`config.mk`:
```
export PLATFORM = sky130hd
export DESIGN_NAME = pgwr_commit
export DESIGN_NICKNAME = d
export VERILOG_FILES = /design/src/rtl/pgwr_pkg.sv /design/src/rtl/pgwr_latch.sv /design/src/rtl/pgwr_timer.sv /design/src/rtl/pgwr_seq.sv /design/src/rtl/pgwr_commit.sv
export SDC_FILE = /design/constraint.sdc
export NUM_CORES = 1
export LEC_CHECK = 0
export BUFFER_PORTS_ARGS = -buffer_cell sky130_fd_sc_hd__buf_2
export CAP_MARGIN = 20
export CORE_ASPECT_RATIO = 1.1
export CORE_MARGIN = 2
export CORE_UTILIZATION = 65
export DETAILED_ROUTE_END_ITERATION = 6
export GPL_ROUTABILITY_DRIVEN = 0
export PLACE_DENSITY = 0.85
export SYNTH_ARGS = -nofsm -noshare
export SYNTH_HDL_FRONTEND = slang
export SYNTH_HIERARCHICAL = 1
export SYNTH_SLANG_ARGS = --single-unit
```
`constraint.sdc`:
```
create_clock -name clk -period 3.51 [get_ports clk]
set_clock_uncertainty 0.1 [all_clocks]
set_input_delay 0.702 -clock clk [delete_from_list [all_inputs] [get_ports clk]]
set_output_delay 0.702 -clock clk [all_outputs]
set_load 0.05 [all_outputs]
```
`src/rtl/pgwr_pkg.sv`:
```
package pgwr_pkg;
  localparam int PG_ADDR_W = 11;
  localparam int PG_DATA_W = 8;
  localparam int PG_SLOT_W = 4;

  typedef enum logic [1:0] {
    ST_IDLE  = 2'd0,
    ST_FILL  = 2'd1,
    ST_HOLD  = 2'd2,
    ST_DRAIN = 2'd3
  } pg_state_e;
endpackage

```
`src/rtl/pgwr_latch.sv`:
```
module pgwr_latch #(
  parameter int ADDR_W = pgwr_pkg::PG_ADDR_W,
  parameter int DATA_W = pgwr_pkg::PG_DATA_W,
  parameter int SLOT_W = pgwr_pkg::PG_SLOT_W
) (
  input  logic                     clk,
  input  logic                     rst_n,
  input  logic                     open_i,
  input  logic [ADDR_W-1:0]        open_addr_i,
  input  logic                     put_i,
  input  logic [DATA_W-1:0]        put_data_i,
  input  logic                     clr_i,
  input  logic [SLOT_W-1:0]        rd_slot_i,
  output logic [ADDR_W-SLOT_W-1:0] page_o,
  output logic                     rd_mask_o,
  output logic [DATA_W-1:0]        rd_data_o,
  output logic                     any_o
);
  localparam int SLOTS  = 1 << SLOT_W;
  localparam int PAGE_W = ADDR_W - SLOT_W;

  logic [PAGE_W-1:0] page_q, page_d;
  logic [SLOT_W-1:0] ptr_q, ptr_d;
  logic [SLOTS-1:0]  mask_q, mask_d;
  logic [DATA_W-1:0] slot_q [SLOTS];
  logic              put_en;

  assign put_en = put_i && !open_i;

  always_comb begin
    page_d = page_q;
    ptr_d  = ptr_q;
    mask_d = mask_q;
    if (clr_i) begin
      mask_d = '0;
    end
    if (open_i) begin
      page_d = open_addr_i[ADDR_W-1:SLOT_W];
      ptr_d  = open_addr_i[SLOT_W-1:0];
      mask_d = '0;
    end else if (put_i) begin
      mask_d[ptr_q] = 1'b1;
      ptr_d         = ptr_q + 1'b1;
    end
  end

  always_ff @(posedge clk or negedge rst_n) begin
    if (!rst_n) begin
      page_q <= '0;
      ptr_q  <= '0;
      mask_q <= '0;
    end else begin
      page_q <= page_d;
      ptr_q  <= ptr_d;
      mask_q <= mask_d;
    end
  end

  // data slots carry no reset; the mask says which are meaningful
  always_ff @(posedge clk) begin
    if (put_en) begin
      slot_q[ptr_q] <= put_data_i;
    end
  end

  assign page_o    = page_q;
  assign rd_mask_o = mask_q[rd_slot_i];
  assign rd_data_o = slot_q[rd_slot_i];
  assign any_o     = |mask_q;

  // slot pointer wraps inside the page
  p_ptr_wrap_r2: assert property (@(posedge clk) disable iff (!rst_n)
    (put_en && ptr_q == {SLOT_W{1'b1}}) |=> (ptr_q == '0));

  // opening a transaction forgets earlier bytes
  p_open_clears_r7: assert property (@(posedge clk) disable iff (!rst_n)
    open_i |=> !any_o);
endmodule

```
`src/rtl/pgwr_timer.sv`:
```
module pgwr_timer #(
  parameter int TICKS = 1000
) (
  input  logic clk,
  input  logic rst_n,
  input  logic run_i,
  input  logic tick_i,
  output logic done_o
);
  localparam int CW = (TICKS > 1) ? $clog2(TICKS) : 1;
  localparam logic [CW-1:0] LAST = CW'(TICKS - 1);

  logic [CW-1:0] cnt_q, cnt_d;
  logic          at_last;

  assign at_last = (cnt_q == LAST);
  assign done_o  = run_i && tick_i && at_last;

  always_comb begin
    cnt_d = cnt_q;
    if (!run_i) begin
      cnt_d = '0;
    end else if (tick_i) begin
      cnt_d = at_last ? '0 : cnt_q + 1'b1;
    end
  end

  always_ff @(posedge clk or negedge rst_n) begin
    if (!rst_n) cnt_q <= '0;
    else        cnt_q <= cnt_d;
  end

  // count never passes the programmed length
  p_cnt_bound_r8: assert property (@(posedge clk) disable iff (!rst_n)
    cnt_q <= LAST);
endmodule

```
`src/rtl/pgwr_seq.sv`:
```
module pgwr_seq #(
  parameter int SLOT_W = pgwr_pkg::PG_SLOT_W
) (
  input  logic              clk,
  input  logic              rst_n,
  input  logic              begin_i,
  input  logic              put_i,
  input  logic              stop_i,
  input  logic              wp_i,
  input  logic              any_i,
  input  logic              timer_done_i,
  input  logic              slot_mask_i,
  output logic              open_o,
  output logic              put_ok_o,
  output logic              clr_o,
  output logic              run_o,
  output logic [SLOT_W-1:0] slot_o,
  output logic              we_o,
  output logic              busy_o
);
  import pgwr_pkg::*;

  pg_state_e         st_q, st_d;
  logic [SLOT_W-1:0] slot_q, slot_d;

  always_comb begin
    st_d     = st_q;
    slot_d   = slot_q;
    open_o   = 1'b0;
    put_ok_o = 1'b0;
    clr_o    = 1'b0;
    run_o    = 1'b0;
    unique case (st_q)
      ST_IDLE: begin
        if (begin_i) begin
          open_o = 1'b1;
          st_d   = ST_FILL;
        end
      end
      ST_FILL: begin
        if (begin_i) begin
          open_o = 1'b1;
        end else if (stop_i) begin
          if (any_i && !wp_i) begin
            st_d = ST_HOLD;
          end else begin
            st_d  = ST_IDLE;
            clr_o = 1'b1;
          end
        end else if (put_i) begin
          put_ok_o = 1'b1;
        end
      end
      ST_HOLD: begin
        run_o  = 1'b1;
        slot_d = '0;
        if (timer_done_i) st_d = ST_DRAIN;
      end
      ST_DRAIN: begin
        slot_d = slot_q + 1'b1;
        if (slot_q == {SLOT_W{1'b1}}) begin
          st_d  = ST_IDLE;
          clr_o = 1'b1;
        end
      end
      default: st_d = ST_IDLE;
    endcase
  end

  always_ff @(posedge clk or negedge rst_n) begin
    if (!rst_n) begin
      st_q   <= ST_IDLE;
      slot_q <= '0;
    end else begin
      st_q   <= st_d;
      slot_q <= slot_d;
    end
  end

  assign slot_o = slot_q;
  assign we_o   = (st_q == ST_DRAIN) && slot_mask_i;
  assign busy_o = (st_q == ST_HOLD) || (st_q == ST_DRAIN);

  // protected Stop never launches a cycle
  p_wp_block_r6: assert property (@(posedge clk) disable iff (!rst_n)
    (st_q == ST_FILL && stop_i && !begin_i && wp_i) |=> !busy_o);

  // empty transaction never launches a cycle
  p_empty_r7: assert property (@(posedge clk) disable iff (!rst_n)
    (st_q == ST_FILL && stop_i && !begin_i && !any_i) |=> !busy_o);

  // busy ends right after the last slot of the sweep
  p_drop_r8: assert property (@(posedge clk) disable iff (!rst_n)
    $fell(busy_o) |-> ($past(slot_q) == {SLOT_W{1'b1}}));
endmodule

```
`src/rtl/pgwr_commit.sv`:
```
module pgwr_commit #(
  parameter int ADDR_W      = pgwr_pkg::PG_ADDR_W,
  parameter int DATA_W      = pgwr_pkg::PG_DATA_W,
  parameter int SLOT_W      = pgwr_pkg::PG_SLOT_W,
  parameter int CYCLE_TICKS = 1000
) (
  input  logic              clk,
  input  logic              rst_n,
  input  logic              wr_begin,
  input  logic [ADDR_W-1:0] wr_addr,
  input  logic              byte_vld,
  input  logic [DATA_W-1:0] byte_data,
  input  logic              stop_evt,
  input  logic              wp,
  input  logic              tick,
  output logic              busy,
  output logic              mem_we,
  output logic [ADDR_W-1:0] mem_addr,
  output logic [DATA_W-1:0] mem_wdata
);
  localparam int PAGE_W = ADDR_W - SLOT_W;

  logic              open_s, put_s, clr_s, run_s, any_s, done_s, mask_s;
  logic [SLOT_W-1:0] slot_s;
  logic [PAGE_W-1:0] page_s;

  pgwr_seq #(.SLOT_W(SLOT_W)) u_seq (
    .clk(clk), .rst_n(rst_n),
    .begin_i(wr_begin), .put_i(byte_vld), .stop_i(stop_evt), .wp_i(wp),
    .any_i(any_s), .timer_done_i(done_s), .slot_mask_i(mask_s),
    .open_o(open_s), .put_ok_o(put_s), .clr_o(clr_s), .run_o(run_s),
    .slot_o(slot_s), .we_o(mem_we), .busy_o(busy)
  );

  pgwr_latch #(.ADDR_W(ADDR_W), .DATA_W(DATA_W), .SLOT_W(SLOT_W)) u_latch (
    .clk(clk), .rst_n(rst_n),
    .open_i(open_s), .open_addr_i(wr_addr),
    .put_i(put_s), .put_data_i(byte_data), .clr_i(clr_s),
    .rd_slot_i(slot_s), .page_o(page_s), .rd_mask_o(mask_s),
    .rd_data_o(mem_wdata), .any_o(any_s)
  );

  pgwr_timer #(.TICKS(CYCLE_TICKS)) u_timer (
    .clk(clk), .rst_n(rst_n), .run_i(run_s), .tick_i(tick), .done_o(done_s)
  );

  assign mem_addr = {page_s, slot_s};

  // page stays fixed for the whole write cycle
  p_page_fixed_r2: assert property (@(posedge clk) disable iff (!rst_n)
    (busy && $past(busy)) |-> $stable(mem_addr[ADDR_W-1:SLOT_W]));

  // array writes only happen inside a busy cycle
  p_we_in_cycle_r4: assert property (@(posedge clk) disable iff (!rst_n)
    mem_we |-> busy);
endmodule

```
# [Word-level counts from Yosys, hierarchy flattened]
# Memory sizes are Yosys's and may differ from the RTL's.
# Cells that the tools add are included.
[word_totals] latch_bits=0 wordCells=74 regBits=43 rom_bits=0 memories=1 ramBits=128
[classes] n_mux=34 eq_ne=11 n_addsub=3 bitwise=1 n_shift=0 n_lt_le_gt_ge=3 reduce_logical=15 n_mul=0 div=0
[memory_table] memory="u_latch.slot_q" words=16 width=8 read_ports=1 rd_ports_with_merged_regs=0 wr=1 line_no="pgwr_latch.sv:25" rtl="logic [DATA_W-1:0] slot_q [SLOTS];"
[op_table] cell="2-to-1 mux 16 bit" n=3
[op_table] cell="2-to-1 mux 10 bit" n=3
[op_table] cell="bitwise OR 16 bit" n=1
[op_table] cell="OR reduction 16 bit" n=1
[op_table] cell="2-to-1 mux 1 bit" n=15
[op_table] cell="2-to-1 mux 2 bit" n=6
[op_table] cell="adder 10 x 1 -> 10 bit (second input constant)" n=1
[op_table] cell="== test 10 bit (second input constant)" n=1
[op_table] cell="< comparator 4 x 5 -> 1 bit (second input constant)" n=2
[op_table] cell="inequality test 2 bit (second input constant)" n=5
[op_table] cell="adder 4 x 1 -> 4 bit (second input constant)" n=2
[op_table] cell="2-to-1 mux 4 bit" n=2
[op_table] cell="case mux 2 bit (4 select lines)" n=1
[op_table] cell="case mux 4 bit (2 select lines)" n=1
[op_table] cell="logical AND 1 bit" n=6
[op_table] cell="AND reduction 5 bit" n=1
[op_table] cell="binary-select mux 1 bit (select 4 bit)" n=1
[op_table] cell="demux 1 bit (select 4 bit)" n=1
[op_table] cell="== test 2 bit (second input constant)" n=2
[op_table] cell="== test 4 bit (second input constant)" n=1
[op_table] cell=">= comparator 4 x 1 -> 1 bit (second input constant)" n=1
[op_table] cell="nonzero test 2 bit" n=2
[op_table] cell="== test 2 x 1 -> 1 bit (second input constant)" n=1
[op_table] cell="logical NOT 1 bit" n=2
[op_table] cell="other kinds (5)" n=5

# [Longest topological paths before layout]
# Gate-level depths: netlist of run 1.
[depth] depth_word=10 mapped_depth=8 ltp_nobuf=7

# [Cells and area by module]
# The synthesis of run 1 kept the hierarchy.
[by_module_without_submodules] module="pgwr_latch" cells_each=310 n_inst=1 area_each_um2=6190.9
[by_module_without_submodules] module="pgwr_timer" cells_each=67 n_inst=1 area_each_um2=585.6
[by_module_without_submodules] module="pgwr_seq" cells_each=39 n_inst=1 area_each_um2=384.1

# [Worst setup path before layout of run 1]
# Ideal clock, no wire load.
[synth_path] path_kind="register to output" startpoint="register u_seq.slot_q[0], in the netlist u_seq/slot_o[0]" endpoint="output mem_we" path_stages_with_launch=7 arrival_time_ns=2.171 n_path_buf=2 setup_slack_ns=0.537 path_cell_list="dfrtp_1 buf_6 buf_4 mux4_2 a22oi_1 nand2_1 and3_1"
[synth_via] elab_chain_len=3
[synth_rtl] element="start, declared" line_no="pgwr_seq.sv:24" rtl="logic [SLOT_W-1:0] slot_q, slot_d;"
[synth_rtl] element="start signal, assigned" line_no="pgwr_seq.sv:76" rtl="slot_q <= slot_d;"
[synth_rtl] element="binary-select mux 1 bit (select 4 bit)" line_no="pgwr_latch.sv:67" rtl="assign rd_mask_o = mask_q[rd_slot_i];"
[synth_rtl] element="2-to-1 mux 1 bit (implied by the code)" line_no="pgwr_latch.sv:67"
[synth_rtl] element="net mask_s" line_no="pgwr_commit.sv:23" rtl="logic open_s, put_s, clr_s, run_s, any_s, done_s, mask_s;"
[synth_rtl] element="logical AND 1 bit" line_no="pgwr_seq.sv:81" rtl="assign we_o = (st_q == ST_DRAIN) && slot_mask_i;"
[synth_rtl] element="end, declared" line_no="pgwr_commit.sv:17" rtl="output logic mem_we,"
# The timed path passes the listed nets, and every way through them passes these cells. The select of a mux whose other input is x is not followed.

# [Worst setup path after layout of run 1]
[layout_path] startpoint="register u_seq.slot_q[1], in the netlist u_seq/slot_o[1]" endpoint="output mem_wdata[1]"
[layout_via] elab_chain_len=1
[layout_rtl] element="memory (16 x 8 bit)"
[layout_rtl] element="end, declared" line_no="pgwr_commit.sv:19" rtl="output logic [DATA_W-1:0] mem_wdata"
# No other way between the ends.

==> impl_metrics.py, run 1 <==
metrics = {
    "outcome": {
        "status": "completed",
    },
    "cts": {
        "cts.path.max_buffers": 2,
        "clock-sinks": 171,
        "clkTransAtPathRegs_ns": 0.07,
        "cts_buffers": 17,
        "clkLatencyLatePin_ns": 0.42,
        "htree_levels": 4,
        "post-cts-setup-buffers": 0,
        "root_buffer": "clkbuf_16",
        "postCtsHoldBufs": 0,
        "cts_tree": "done",
        "cts-resized-gates": 0,
    },
    "synthesis": {
        "seq_area_frac_synth": 0.6871,
        "synth-seq-cells": 171,
        "avgSynthCellArea_um2": 17.21,
        "synth_edf_count": 128,
        "syn_nets": 448,
        "yosysWarnings": 6,
        "synth_cell_types": 55,
        "syn-cell-area_um2": 7161,
        "ys_async_sr_fraction": 0.2515,
        "syn_inst": 416,
        "synth_flop_cell": "edfxtp_1",
    },
    "cells_and_area": {
        "final_util": 0.7601,
        "fillers": 624,
        "fin_area_um2": 8217,
        "seq_area_um2": 4921,
        "multi_input_area_um2": 2037,
        "area_growth_syn_to_layout_pct": 14.75,
        "layout_commonest_cell": "edfxtp_1",
        "drive_gt1_frac": 0.2922,
        "antenna_cells": 0,
        "layout.nets": 522,
        "final_cell_mix": "edfxtp_1 (128), buf_2 (46), dfrtp_1 (42), buf_4 (30), nand2_1 (29)",
    },
    "floorplan": {
        "die_w_um": 104.1,
        "die_h_um": 114.1,
        "start_util": 0.6624,
        "die-area_um2": 11870,
        "coreArea_um2": 10810,
        "ios": 47,
        "core.rowCount": 40,
    },
    "timing": {
        "rsz0062_at_grt": "false",
        "finalHoldViolations": 0,
        "tns_ns": 0,
        "fmax_mhz": 310.0,
        "post-route-period-util": 0.9189,
        "timing.final.crit_period_ns": 3.225,
        "final-setup-viol-count": 0,
        "tightestPinTransition_ns": 0.9366,
        "drv_slew": 0,
        "setup_slack_ns": 0.2847,
        "slew_headroom": 0.3756,
        "whs_ns": 0.3210,
    },
    "detailed_routing": {
        "drc": 0,
        "wl_per_cell_um": 24.24,
        "viasPerCell": 6.463,
        "ant_nets": 0,
        "routed_wl_mm": 15.76,
        "drt-initial-drc-count": 359,
        "vias": 4201,
        "first_pass_iters": 5,
    },
    "pwr": {
        "pwr_density_cell_nw_per_um2": 710.5,
        "power.leakage_nw": 3.184,
        "peakVddDrop_uv": 449.1,
    },
    "grt": {
        "grt_max_degree": 44,
        "grt_pass1_wl_mm": 24.21,
        "grt_pass1_vias": 4206,
        "grt_overflow": 0,
        "gr-usage-all-layers": 0.2831,
        "antenna_found_initial": 0,
    },
    "setup_path": {
        "worstPathArrival_ns": 2.42,
        "path_buf_inv": 2,
        "cp.required_ns": 2.71,
        "slowest_delay_ns": 0.67,
        "cp_top_family": "flip-flops",
        "worst_setup_path_start_kind": "register",
        "crit_chain": "buf_4 -> mux4_1 -> a22oi_1 -> nand2_1 -> buf_2",
        "worstSetupPathType": "register to primary output",
        "crit_fanout": 20,
        "critical-path-slowest-cell": "dfrtp_1",
        "cp-end-kind": "primary output",
    },
    "place": {
        "post-dp-hpwl_mm": 9.712,
        "post_dp_cell_area_um2": 7644,
        "port_buffers": 46,
        "dp_slack_ns": 0.7605,
    },
    "flow_run": {
        "cap_violations": 0,
    },
    "hold_path": {
        "worst_hold_path_type": "primary input to async pin",
    },
}
-- sequential cells by signal, summed over array words and instances, names as in the netlist, named ones only --
name and cells:
u_latch/mask_q 16, u_latch/page_o 7, u_latch/slot_q 128, u_seq/slot_o 4, u_seq/st_q 1, u_timer/cnt_q 10, u_latch/ptr_q 4
-- where the power goes --
part           switching, mW  leakage (nW)  internal, mW
logic                   1.02          1.21         0.606
clock network          0.790         0.267         0.985
registers              0.162          1.71          2.27
-- through the flow --
step / total power [mW] / std cells
after floorplan: 3.770 / 416
after global placement: 4.041 / 617
after detailed placement: 4.092 / 617
after CTS: 5.862 / 649
after global routing: 6.058 / 650
final: 5.838 / 650
-- routing by layer --
layer / global-route usage / routed length (um) / share of wire
met1: 0.3677 / 5831 / 0.37
met4: 0.1036 / 422 / 0.027
met5: 0 / 0 / 0
met2: 0.4772 / 8171 / 0.52
met3: 0.06659 / 1331 / 0.084
-- Yosys cell counts, types with 2 or more instances --
cell type / count / share of area
a21o_1: 16 / 0.017
a21oi_1: 6 / 0.0042
a22o_1: 2 / 0.0024
a22oi_1: 18 / 0.019
and2_1: 2 / 0.0017
and4_1: 2 / 0.0024
buf_2: 2 / 0.0014
buf_4: 3 / 0.0031
buf_6: 5 / 0.0079
clkbuf_1: 7 / 0.0037
dfrtp_1: 43 / 0.15
edfxtp_1: 128 / 0.54
ha_1: 6 / 0.010
inv_1: 8 / 0.0042
mux2_2: 8 / 0.013
mux2i_1: 3 / 0.0042
mux4_1: 14 / 0.051
mux4_2: 22 / 0.069
nand2_1: 29 / 0.015
nand2b_1: 4 / 0.0035
nand3_1: 7 / 0.0049
nand3b_1: 4 / 0.0042
nand4_1: 5 / 0.0044
nor2_1: 17 / 0.0089
nor2b_1: 3 / 0.0026
nor3_1: 7 / 0.0049
nor4_1: 5 / 0.0044
o21ai_0: 8 / 0.0056
or3_1: 2 / 0.0017
or4_1: 2 / 0.0021
xnor2_1: 2 / 0.0024
xor2_1: 3 / 0.0037
-- layout make-up --
type / instances / share of cell area
clock buffer: 17 / 0.05177
multi-input combinational: 214 / 0.2479
inverter: 9 / 0.004111
timing repair buffer: 77 / 0.05787
clock inverter: 15 / 0.01705
sequential: 171 / 0.5989
tap: 147 / 0.02238
-- path summary, 6_finish.rpt --
check	start	end	slack, ns	cells past startpoint
max	u_seq/slot_o[1]	mem_wdata[1]	0.28	5
min	rst_n	u_latch/page_o[1]	0.32	1
max reg2reg	register	u_latch/slot_q[7][0]	1.02	5
min reg2reg	u_latch/page_o[6]	u_latch/page_o[6]	0.41	1
max in group asynchronous	rst_n	u_seq/slot_o[0]	2.35	1
min in group clk	wr_addr[1]	u_latch/ptr_q[1]	0.38	3
-- cell families (layout without fill, tap and decap cells) --
group / after synthesis / count (layout) / synth area share
flip-flops: 171 / 171 / 0.6871
AND/OR/NAND/NOR: 97 / 97 / 0.07112
AO/OA/AOI/OAI: 59 / 59 / 0.05941
multiplexers: 47 / 47 / 0.1373
buffers and inverters: 31 / 118 / 0.02848
adder cells (fa/ha/maj): 6 / 6 / 0.01048
XOR/XNOR: 5 / 5 / 0.006117
Power figures use the tool's default switching activity.
==> inputs of run 2 (changes only) <==
- CORE_UTILIZATION: 65 -> 60
- GPL_TIMING_DRIVEN: not set -> 0
- PLACE_DENSITY: 0.85 -> 0.79
- SLEW_MARGIN: not set -> 20
- clock period: 3.51 -> 3.3 ns (I/O delays scaled with it)
==> run 2 against run 1 <==
Sequential power up 3%. Combinational power rose by 21%. Die area increased by 8.0%. Final cell count shrank 0.46%. Worst hold slack worse by 0.046 ns. Routed wire length down 7.5%. Setup slack got worse by 0.16 ns. First-iteration DRC count decreased by 1.4%. Clock-buffer cell count is 4 higher. Critical path type unchanged. Largest cell class unchanged.
==> impl_metrics.py, run 2 (synthesized netlist as in run 1, its figures left out) <==
metrics = {
    "setup_path": {
        "worst_setup_path_start_kind": "register",
        "cp.required_ns": 2.54,
        "rrSetupSlack_ns": 0.48,
        "r2r_end": "u_latch/slot_q[13][7]",
        "worstSetupPathType": "register to primary output",
        "critical-path-slowest-cell": "mux4_1",
        "reg2regPathDepth": 6,
        "worstPathArrival_ns": 2.42,
        "cp-end-kind": "primary output",
        "slowest_delay_ns": 0.56,
        "crit_chain": "buf_8 -> buf_12 -> mux4_1 -> a22oi_1 -> nand2_1 -> and3_1 -> buf_2",
        "crit_fanout": 10,
    },
    "cells_and_area": {
        "multi_input_area_um2": 2059,
        "drive_gt1_frac": 0.2676,
        "fin_area_um2": 8255,
        "final_cells": 647,
        "fillers": 695,
        "final_cell_mix": "edfxtp_1 (128), buf_2 (46), dfrtp_1 (42), nand2_1 (29), mux4_2 (22)",
        "layout.nets": 516,
        "antenna_cells": 0,
        "largest_reg_flops": 128,
        "regMostFlops": "u_latch/slot_q",
        "seq_area_um2": 4921,
        "reg_top3": "u_latch/slot_q: 128 flops, u_latch/mask_q: 16 flops, u_timer/cnt_q: 10 flops",
        "area_growth_syn_to_layout_pct": 15.29,
        "layout_commonest_cell": "edfxtp_1",
    },
    "detailed_routing": {
        "viasPerCell": 6.272,
        "drc": 0,
        "ant_nets": 0,
        "wl_per_cell_um": 22.54,
        "routed_wl_mm": 14.58,
        "first_pass_iters": 5,
        "drt-initial-drc-count": 354,
        "vias": 4058,
    },
    "timing": {
        "timing.final.crit_period_ns": 3.179,
        "finalHoldViolations": 0,
        "post-route-period-util": 0.9633,
        "fmax_mhz": 314.6,
        "tightestPinTransition_ns": 1.112,
        "tns_ns": 0,
        "whs_ns": 0.2747,
        "drv_slew": 0,
        "final-setup-viol-count": 0,
        "slew_headroom": 0.2559,
    },
    "cts": {
        "postCtsHoldBufs": 0,
        "cts_tree": "done",
        "root_buffer": "clkbuf_16",
        "clock-sinks": 171,
        "clkTransAtPathRegs_ns": 0.06,
        "clkLatencyLatePin_ns": 0.42,
        "htree_levels": 4,
        "cts_buffers": 17,
        "cts.path.max_buffers": 2,
    },
    "place": {
        "post_dp_cell_area_um2": 7614,
        "dp_cells": 614,
        "port_buffers": 46,
        "post-dp-hpwl_mm": 9.289,
    },
    "hold_path": {
        "worst_hold_path_type": "primary input to async pin",
    },
    "grt": {
        "grt_pass1_wl_mm": 22.81,
        "grt_max_degree": 44,
        "grt_pass1_vias": 4190,
        "grt_overflow": 0,
        "antenna_found_initial": 0,
        "gr-usage-all-layers": 0.2466,
    },
    "flow_run": {
        "cap_violations": 0,
    },
    "floorplan": {
        "die_w_um": 108.2,
        "coreArea_um2": 11540,
        "die_h_um": 118.6,
        "core.rowCount": 41,
        "ios": 47,
        "start_util": 0.6204,
        "die-area_um2": 12830,
    },
    "outcome": {
        "status": "completed",
    },
    "pwr": {
        "power.leakage_nw": 3.154,
        "pwr_density_cell_nw_per_um2": 791.0,
        "peakVddDrop_uv": 596.1,
    },
}
[run 2: cell types whose count changed in the layout (fill, tap and decap cells not counted), sizes merged]
cell and delta:
buf -14, bufinv +3, clkbuf +11, clkdlybuf4s25 +1
clkinv -2, clkinvlp -2, inv -3
[run 2: routing by layer]
metal  GRT usage  wire length [um]
met4     0.08894               323
met3     0.05571               950
met1      0.3265              5916
met2      0.4033              7391
met5           0                 0
[run 2: through the flow]
step | utilization | power [mW] | setup slack [ns]
floorplan | - | 4.010 | 0.3688
finish | 0.7152 | 6.530 | 0.1212
CTS | 0.7125 | 6.540 | 0.005359
global placement | 0.6566 | 4.428 | -0.01312
detailed placement | 0.6596 | 4.492 | 0.2104
global route | 0.7152 | 6.785 | -0.005955
[run 2: timing repair]
| item | CTS | global route |
|---|---|---|
| resized for setup | 2 | 7 |
| buffers inserted | 0 | 2 |
| endpoints found under the setup margin | 9 | 3 |
[run 2: layout make-up]
class	count	share of cell area
plain buffers	21	0.02228
clock buffers	21	0.05335
clock inverters	11	0.02046
inverters	9	0.004092
multi-input cells	214	0.2495
flip-flops and latches	171	0.5961
well taps	150	0.02273
repair buffers	50	0.03152
[run 2: worst max-delay path by stage]
| stage | to | start | depth (start not counted) |
|---|---|---|---|
| CTS | mem_we | u_seq/slot_o[1] | 7 |
| floorplan | mem_we | u_seq/slot_o[0] | 6 |
| global route | mem_we | u_seq/slot_o[1] | 7 |
| finish | mem_we | u_seq/slot_o[0] | 7 |
| global placement | u_latch/slot_q[3][2] | stop_evt | 6 |
| detailed placement | mem_we | u_seq/slot_o[1] | 7 |
[run 2: where the power goes]
part	total, mW	internal [mW]	switching [mW]
logic	1.98	0.745	1.24
clock network	2.04	1.27	0.775
registers	2.51	2.42	0.0883
[run 2: worst max-delay path, delay by kind of cell (launching register included)]
| family | cells | cell delay (ns) |
|---|---|---|
| and+or+nand+nor | 2 | 0.31 |
| buffers and inverters | 3 | 0.53 |
| AOI/OAI and AO/OA | 1 | 0.21 |
| DFF | 1 | 0.39 |
| muxes | 1 | 0.56 |
